## src/rtl/pwm_shadow_gen.sv

```systemverilog
module pwm_shadow_gen #(
  parameter int CNT_W   = 16,
  parameter int PRE_W   = 8,
  parameter int NUM_OUT = 6,
  parameter int ADDR_W  = 4
) (
  input  logic               clk,
  input  logic               rst_n,
  input  logic               wr_en,
  input  logic [ADDR_W-1:0]  wr_addr,
  input  logic [CNT_W-1:0]   wr_data,
  output logic [NUM_OUT-1:0] pwm_out
);
  localparam int NCH = NUM_OUT + 1;
  localparam logic [ADDR_W-1:0] A_CTRL  = ADDR_W'(8);
  localparam logic [ADDR_W-1:0] A_PRE   = ADDR_W'(9);
  localparam logic [ADDR_W-1:0] A_LATCH = ADDR_W'(10);
  localparam logic [ADDR_W-1:0] A_OCFG  = ADDR_W'(11);

  logic [NCH-1:0][CNT_W-1:0] shd, act;
  logic [NCH-1:0]            le;
  logic                      run, clr, pmode;
  logic [PRE_W-1:0]          pre, pc;
  logic [CNT_W-1:0]          tc;
  logic [NUM_OUT-1:0]        oen, odbl, lvl;

  wire tick = run && !clr && (pc == pre);
  wire wrap = tick && (tc == act[0]);

  always_ff @(posedge clk or negedge rst_n) begin
    if (!rst_n) begin
      shd <= '0; act <= '0; le <= '0;
      run <= 1'b0; clr <= 1'b0; pmode <= 1'b0;
      pre <= '0; pc <= '0; tc <= '0;
      oen <= '0; odbl <= '0;
    end else begin
      if (clr) begin
        pc <= '0;
        tc <= '0;
      end else if (run) begin
        pc <= (pc == pre) ? '0 : pc + 1'b1;
        if (tick) tc <= wrap ? '0 : tc + 1'b1;
      end
      if (wrap) begin
        for (int i = 0; i < NCH; i++)
          if (le[i]) act[i] <= shd[i];
        le <= '0;
      end
      if (wr_en) begin
        for (int i = 0; i < NCH; i++)
          if (wr_addr == ADDR_W'(i)) begin
            shd[i] <= wr_data;
            if (!pmode) act[i] <= wr_data;
          end
        if (wr_addr == A_CTRL)  {pmode, clr, run} <= wr_data[2:0];
        if (wr_addr == A_PRE)   pre <= wr_data[PRE_W-1:0];
        if (wr_addr == A_LATCH) le <= wr_data[NCH-1:0];
        if (wr_addr == A_OCFG)  {odbl, oen} <= wr_data[2*NUM_OUT-1:0];
      end
    end
  end

  for (genvar k = 1; k <= NUM_OUT; k++) begin : g_lvl
    assign lvl[k-1] = odbl[k-1] ? (tc >= act[k-1] && tc < act[k]) : (tc < act[k]);
  end

  always_ff @(posedge clk or negedge rst_n)
    if (!rst_n) pwm_out <= '0;
    else        pwm_out <= oen & lvl;

  AST_WRAP_ZERO: assert property (@(posedge clk) disable iff (!rst_n)
    (wrap && !clr) |=> (tc == '0)) else $error("wrap");
  AST_HOLD_NO_TICK: assert property (@(posedge clk) disable iff (!rst_n)
    (!tick && !clr) |=> $stable(tc)) else $error("tick");
  AST_DISABLED_LOW: assert property (@(posedge clk) disable iff (!rst_n)
    1'b1 |=> ((pwm_out & ~$past(oen)) == '0)) else $error("oen");
  AST_SHADOW_HOLD: assert property (@(posedge clk) disable iff (!rst_n)
    (pmode && !wrap) |=> $stable(act)) else $error("shadow");
  AST_LATCH_CLEAR: assert property (@(posedge clk) disable iff (!rst_n)
    (wrap && !(wr_en && wr_addr == A_LATCH)) |=> (le == '0)) else $error("latch");
  AST_CLR_HOLD: assert property (@(posedge clk) disable iff (!rst_n)
    clr |=> (tc == '0 && pc == '0)) else $error("clr");
endmodule

```

## config.mk

```make
export PLATFORM = sky130hd
export DESIGN_NAME = pwm_shadow_gen
export DESIGN_NICKNAME = d
export VERILOG_FILES = /design/src/rtl/pwm_shadow_gen.sv
export SDC_FILE = /design/constraint.sdc
export NUM_CORES = 1
export LEC_CHECK = 0
export BUFFER_PORTS_ARGS = -buffer_cell sky130_fd_sc_hd__buf_2
export CAP_MARGIN = 20
export CORE_MARGIN = 2
export CORE_UTILIZATION = 35
export CTS_CLUSTER_DIAMETER = 40
export DETAILED_ROUTE_END_ITERATION = 10
export SETUP_SLACK_MARGIN = 0.05
export SLEW_MARGIN = 20
export SYNTH_ARGS = -nofsm -noshare
export SYNTH_HDL_FRONTEND = slang
export SYNTH_SLANG_ARGS = --single-unit
```

## constraint.sdc

```tcl
create_clock -name clk -period 2.46 [get_ports clk]
set_input_delay 0.492 -clock clk [delete_from_list [all_inputs] [get_ports clk]]
set_output_delay 0.492 -clock clk [all_outputs]
set_load 0.005 [all_outputs]
```

-- Word level (Yosys, flattened, before mapping)
Cells that the tools add are included.
- register bits: 284
- word-level logic and storage cells: 114
- add/subtract/negate cells: 2
- $lt $le $gt $ge: 12
- eq/ne operators: 12
- mux-type cells: 39
- bitwise gates (word level): 1
- reductions and logical operators: 24
- operators with widths (cell ; count):
    $mux 16 ; 25
    $mux 112 ; 2
    $ge 16x16->1 ; 6
    $lt 16x16->1 ; 6
    $mux 8 ; 3
    $reduce_and 2->1 ; 11
    $mux 7 ; 3
    $add 16x1->16 const B ; 1
    $eq 16x16->1 ; 1
    $eq 4x4->1 const B ; 4
    $eq 4x3->1 const B ; 3
    $logic_and 1x1->1 ; 9
    $add 8x1->8 const B ; 1
    $eq 4x2->1 const B ; 2
    $eq 8x8->1 ; 1
    $and 6x6->6 ; 1
    $mux 1 ; 6
    $eq 4x1->1 const B ; 1
    $logic_not 4->1 ; 1
    $reduce_bool 2->1 ; 2
    $logic_not 1->1 ; 1

-- Logic depth before layout (Yosys ltp)
- depth in word-level cells: 8
- depth in mapped cells: 11
- gate-level depth less buffers: 8

-- Least setup slack after synthesis
No wires, ideal clock.
- kind: register to register
- start point: register tc[13]
- end point: register act[107] (netlist bit)
- setup time: 0.132 ns
- arrival time: 2.127 ns
- required time: 2.328 ns
- path slack: 0.201 ns
- stages on the path, launching flop included: 10
- clock period less this slack: 2.259 ns
- cells stage by stage: dfrtp_1 -> ha_1 -> nand4_1 -> nor4_1 -> buf_2 -> and4_1 -> buf_4 -> buf_6 -> mux2i_1 -> o21ai_1
- word-level cells in the longest chain between the ends: 6
- RTL lines (element ; RTL line ; text):
    start, declared ; 24 ; logic [CNT_W-1:0] tc;
    start signal, assigned ; 42 ; if (tick) tc <= wrap ? '0 : tc + 1'b1;
    $eq 16x16->1 (*) ; 28 ; wire wrap = tick && (tc == act[0]);
    $logic_and 1x1->1 (*) ; 28 ;
    $mux 112 (*) ; 44 ; if (wrap) begin
    $mux 16 ; 53 ; if (!pmode) act[i] <= wr_data;
    $mux 16 ; 51 ; if (wr_addr == ADDR_W'(i)) begin
    $mux 112 (*) ; 49 ; if (wr_en) begin
    end signal, assigned by index ; 46 ; if (le[i]) act[i] <= shd[i];
    end signal, assigned by index ; 53 ;
    end, declared ; 20 ; logic [NCH-1:0][CNT_W-1:0] shd, act;
Every way passes the cells marked *; elsewhere a longest branch is shown, timed or not.
A chain may end at the register's enable or synchronous reset.

-- Final worst setup path
- start point: register tc[7]
- end point: register pwm_out[5]
- word-level cells in the longest chain between the ends: 4
- RTL lines (element ; RTL line ; text):
    $ge 16x16->1 or $lt 16x16->1 (tied branches) ; 64 ; assign lvl[k-1] = odbl[k-1] ? (tc >= act[k-1] && tc < act[k]) : (tc < act[k]);
    $logic_and 1x1->1 ; 64 ;
    $mux 1 (*) ; 64 ;
    $and 6x6->6 (*) ; 69 ; else pwm_out <= oen & lvl;
    end signal, assigned ; 69 ;
    end, declared ; 12 ; output logic [NUM_OUT-1:0] pwm_out
Marks and branches as above.

==> results summary <==
The flow ran to the end, and the final reports show no timing, DRC or antenna violations. The core area came out at 0.0420 mm2. The maximum net fanout on the critical path is 4.

The final-stage net count came out at 1611. The number of antenna violations at the first check in global routing came out at 1. The die extent in y is 211 um. The synthesized design contains 0 enable-type register cells. The die extent in x came out at 211 um.

The count of buffers inserted at the top-level ports is 28. The root buffer cell chosen for the clock tree is sky130_fd_sc_hd__clkbuf_16. The total power came out at 0.0156 W. The post-placement cell count came out at 1951.

Setup violations remaining at the end of the flow were counted as 0. The share of flip-flops with an asynchronous set or reset after synthesis is 1.00. The antenna violation net count after detailed routing came out at 0. The number of clock buffers inserted by TritonCTS came out at 45. The global-route wire length before repair is 61.0 mm. The I/O pin count is 29. The clock passes through at most 3 buffers. The tightest min-delay check is of the primary input to register type.

The clock slew seen by the registers of the worst setup and hold paths came out at 0.05 ns. In this run the static leakage power is 8.80 nW. The part of the cycle the worst path needs is 0.947. By startpoint and endpoint, the worst setup path is classified as register to register.

The number of sinks on the clock net came out at 284. The hold violation count in the final report is 0. The vias per cell came out at 5.25. The worst clock skew came out at 0.0223 ns. The number of distinct library cells after synthesis is 53.

The net count after synthesis came out at 1536. The final number of max-transition violations came out at 0. The detailed placer's ending HPWL came out at 25.1 mm. The post-detailed-routing wire length is 40.0 mm.

STA classifies the critical path startpoint as a register. The number of vias after detailed routing came out at 10700. The share of the Yosys chip area taken by registers is 0.476. In the routed design, unresolved DRC markers number 0. The total of max-cap violations came out at 0.

IR analysis of the VDD net gives a maximum drop of 0.000557 V. In the final layout, the share of cells above drive strength 1 is 0.225. The later-pin clock latency in the skew report is 0.55 ns. The initial core utilization came out at 0.355. STA puts the critical path data required time at 2.86 ns.

The number of levels in the clock H-tree is 2. The highest achievable clock rate is 429 MHz. TritonCTS built the clock tree. The netlist area before placement came out at 0.0149 mm2. The flop and latch count out of synthesis came out at 284. The yosys synthesis warning count is 0. The number of rows in the core area came out at 75.

Synthesis handed over a netlist of 1400 instances. The floorplan step defined a die boundary enclosing 0.0443 mm2. The area growth from synthesis to layout is 19.4%. The final standard cell utilization of the core is 0.424.

The via count of the first global-routing pass was 10700. The count of antenna diodes in the layout came out at 0. The synthesized area per cell is 10.7 um2. The maximum number of pins on one net before global-route repair is 60. The worst slew margin relative to its limit is 0.583. The total routing usage reported by global routing is 0.178. The count of non-filler cells in the finished layout is 2049. The cell area power density is 875 mW/mm2. Data arrives at the worst endpoint at 2.73 ns. The starting DRC count in detailed routing came out at 596.

Setup repair after global routing could not meet its margin everywhere. At the end of routability-driven placement, the weighted congestion stood at 0.834. Among all flip-flop cells after synthesis, the most frequent one is sky130_fd_sc_hd__dfrtp_1. The number of detailed-route iterations in the first pass is 4.

In the final routed layout, each cell accounts on average for 19.5 um. The worst setup path is captured at a register. At the pin with the least slew margin, the transition time is 0.626 ns. The remaining global-route overflow came out at 0. The time the worst path needs with I/O delays and setup came out at 2.33 ns.
cell type report:
class,instances,area (um2)
fill,3941,24200
tap,539,674
sequential,284,7110
timing repair buffer,96,866
clock buffer,57,1280
multi-input combinational,935,7190
inverter,113,424
clock inverter,25,290
worst max-delay path, stage by stage (launching register included):
cell,delay [ns]
sky130_fd_sc_hd__dfrtp_2,0.44
sky130_fd_sc_hd__buf_4,0.17
sky130_fd_sc_hd__ha_1,0.30
sky130_fd_sc_hd__a21oi_1,0.18
sky130_fd_sc_hd__o21ai_1,0.10
sky130_fd_sc_hd__a221o_1,0.31
sky130_fd_sc_hd__or3_1,0.35
sky130_fd_sc_hd__o31ai_1,0.25
sky130_fd_sc_hd__a31oi_1,0.07
worst paths after layout:
check | depth (start not counted) | end | start | slack [ns]
min in group asynchronous | 2 | act[47] | rst_n | 0.46
worst max register to register | 8 | pwm_out[5] | tc[7] | 0.13
worst max-delay path | 8 | pwm_out[5] | tc[7] | 0.13
worst min register to register | 1 | pwm_out[4] | odbl[4] | 0.50
worst min-delay path | 3 | act[79] | wr_data[15] | 0.36
max in group asynchronous | 3 | act[89] | rst_n | 1.21
per-layer routing:
layer	GRT usage	share of wire	vias up	wire [um]
li1	-	-	5057	-
met1	0.232	0.44	5374	17600
met2	0.301	0.48	248	19300
met3	0.0288	0.046	69	1830
met4	0.0646	0.031	0	1250
met5	0	0	-	0
flip-flops by register name, summed over array words and instances, names as in the netlist:
| name | flops |
|---|---|
| act | 112 |
| clr | 1 |
| le | 7 |
| odbl | 6 |
| oen | 6 |
| pc | 8 |
| pmode | 1 |
| pre | 8 |
| pwm_out | 6 |
| run | 1 |
| shd | 112 |
| tc | 16 |
kinds of logic after synthesis:
group	synth area share
xor gates and xnor gates	0.00997
buffers and inverters	0.0520
and+or+nand+nor	0.103
muxes	0.175
adders and majority gates	0.0947
DFF	0.476
AOI/OAI and AO/OA	0.0894
power breakdown:
group | internal [W] | switching [W]
clock network | 0.00423 | 0.00233
logic | 0.00125 | 0.00135
registers | 0.00578 | 0.000661
cells in the final DEF (no fill, tap or decap), types with 7 or more instances in the layout:
cell type,count
sky130_fd_sc_hd__a21oi_1,51
sky130_fd_sc_hd__a31oi_1,8
sky130_fd_sc_hd__and3_1,13
sky130_fd_sc_hd__buf_12,12
sky130_fd_sc_hd__buf_2,27
sky130_fd_sc_hd__buf_4,52
sky130_fd_sc_hd__clkbuf_16,50
sky130_fd_sc_hd__clkbuf_8,7
sky130_fd_sc_hd__clkinv_2,7
sky130_fd_sc_hd__clkinvlp_4,7
sky130_fd_sc_hd__dfrtp_1,283
sky130_fd_sc_hd__ha_1,109
sky130_fd_sc_hd__inv_1,111
sky130_fd_sc_hd__mux2_2,131
sky130_fd_sc_hd__mux2i_1,111
sky130_fd_sc_hd__nand2_1,158
sky130_fd_sc_hd__nand2b_1,7
sky130_fd_sc_hd__nand3_1,18
sky130_fd_sc_hd__nand4_1,27
sky130_fd_sc_hd__nor2_1,35
sky130_fd_sc_hd__nor2b_1,9
sky130_fd_sc_hd__o21ai_0,74
sky130_fd_sc_hd__o21ai_1,70
sky130_fd_sc_hd__or3_1,10
sky130_fd_sc_hd__xnor2_1,12
metrics by stage:
step	area [um2]	hold slack [ns]	TNS, ns	setup slack, ns
after floorplan	14900	0.196	0	0.201
after global placement	16000	0.416	0	0.161
after detailed placement	16000	0.421	0	0.138
after CTS	17500	0.333	0	0.104
after global routing	17800	0.369	-0.0263	-0.0116
final	17800	0.363	0	0.130
synth_stat cells (3+ instances only):
cell type / number / area, um2
sky130_fd_sc_hd__o21a_1: 3 / 22.5
sky130_fd_sc_hd__nand3_1: 18 / 90.1
sky130_fd_sc_hd__nand2b_1: 7 / 43.8
sky130_fd_sc_hd__nand2_1: 158 / 593
sky130_fd_sc_hd__nor2b_1: 10 / 62.6
sky130_fd_sc_hd__xor2_1: 5 / 43.8
sky130_fd_sc_hd__nand2_2: 3 / 18.8
sky130_fd_sc_hd__a221o_1: 3 / 30.0
sky130_fd_sc_hd__buf_2: 8 / 40.0
sky130_fd_sc_hd__nor4_1: 4 / 25.0
sky130_fd_sc_hd__xnor2_1: 12 / 105
sky130_fd_sc_hd__clkbuf_1: 50 / 188
sky130_fd_sc_hd__ha_1: 113 / 1410
sky130_fd_sc_hd__nor2_1: 39 / 146
sky130_fd_sc_hd__a211oi_1: 5 / 37.5
sky130_fd_sc_hd__dfrtp_1: 284 / 7110
sky130_fd_sc_hd__a21oi_1: 51 / 255
sky130_fd_sc_hd__a31oi_1: 9 / 56.3
sky130_fd_sc_hd__a21o_1: 5 / 37.5
sky130_fd_sc_hd__buf_6: 8 / 90.1
sky130_fd_sc_hd__and4_1: 4 / 35.0
sky130_fd_sc_hd__o211ai_1: 3 / 22.5
sky130_fd_sc_hd__nand3b_1: 3 / 22.5
sky130_fd_sc_hd__nor3_1: 6 / 30.0
sky130_fd_sc_hd__nand4_1: 27 / 169
sky130_fd_sc_hd__mux2i_1: 113 / 1130
sky130_fd_sc_hd__and3_1: 13 / 81.3
sky130_fd_sc_hd__or3_1: 10 / 62.6
sky130_fd_sc_hd__a2111oi_0: 4 / 35.0
sky130_fd_sc_hd__a22o_1: 3 / 26.3
sky130_fd_sc_hd__o21ai_1: 42 / 210
sky130_fd_sc_hd__o21bai_1: 3 / 22.5
sky130_fd_sc_hd__mux2_2: 131 / 1480
sky130_fd_sc_hd__o31ai_1: 3 / 22.5
sky130_fd_sc_hd__o21ai_0: 102 / 510
sky130_fd_sc_hd__or2_2: 3 / 18.8
sky130_fd_sc_hd__inv_1: 113 / 424
sky130_fd_sc_hd__nand2_8: 3 / 60.1
what timing repair did:
| action | CTS | global route |
|---|---|---|
| setup buffers | 0 | 10 |
| resized for setup | 0 | 45 |
| hold buffers | 1 | 0 |
| hold endpoints to repair | 37 | 0 |
| setup endpoints to repair | 0 | 86 |
Note: power is estimated with default switching activity, not from simulation.
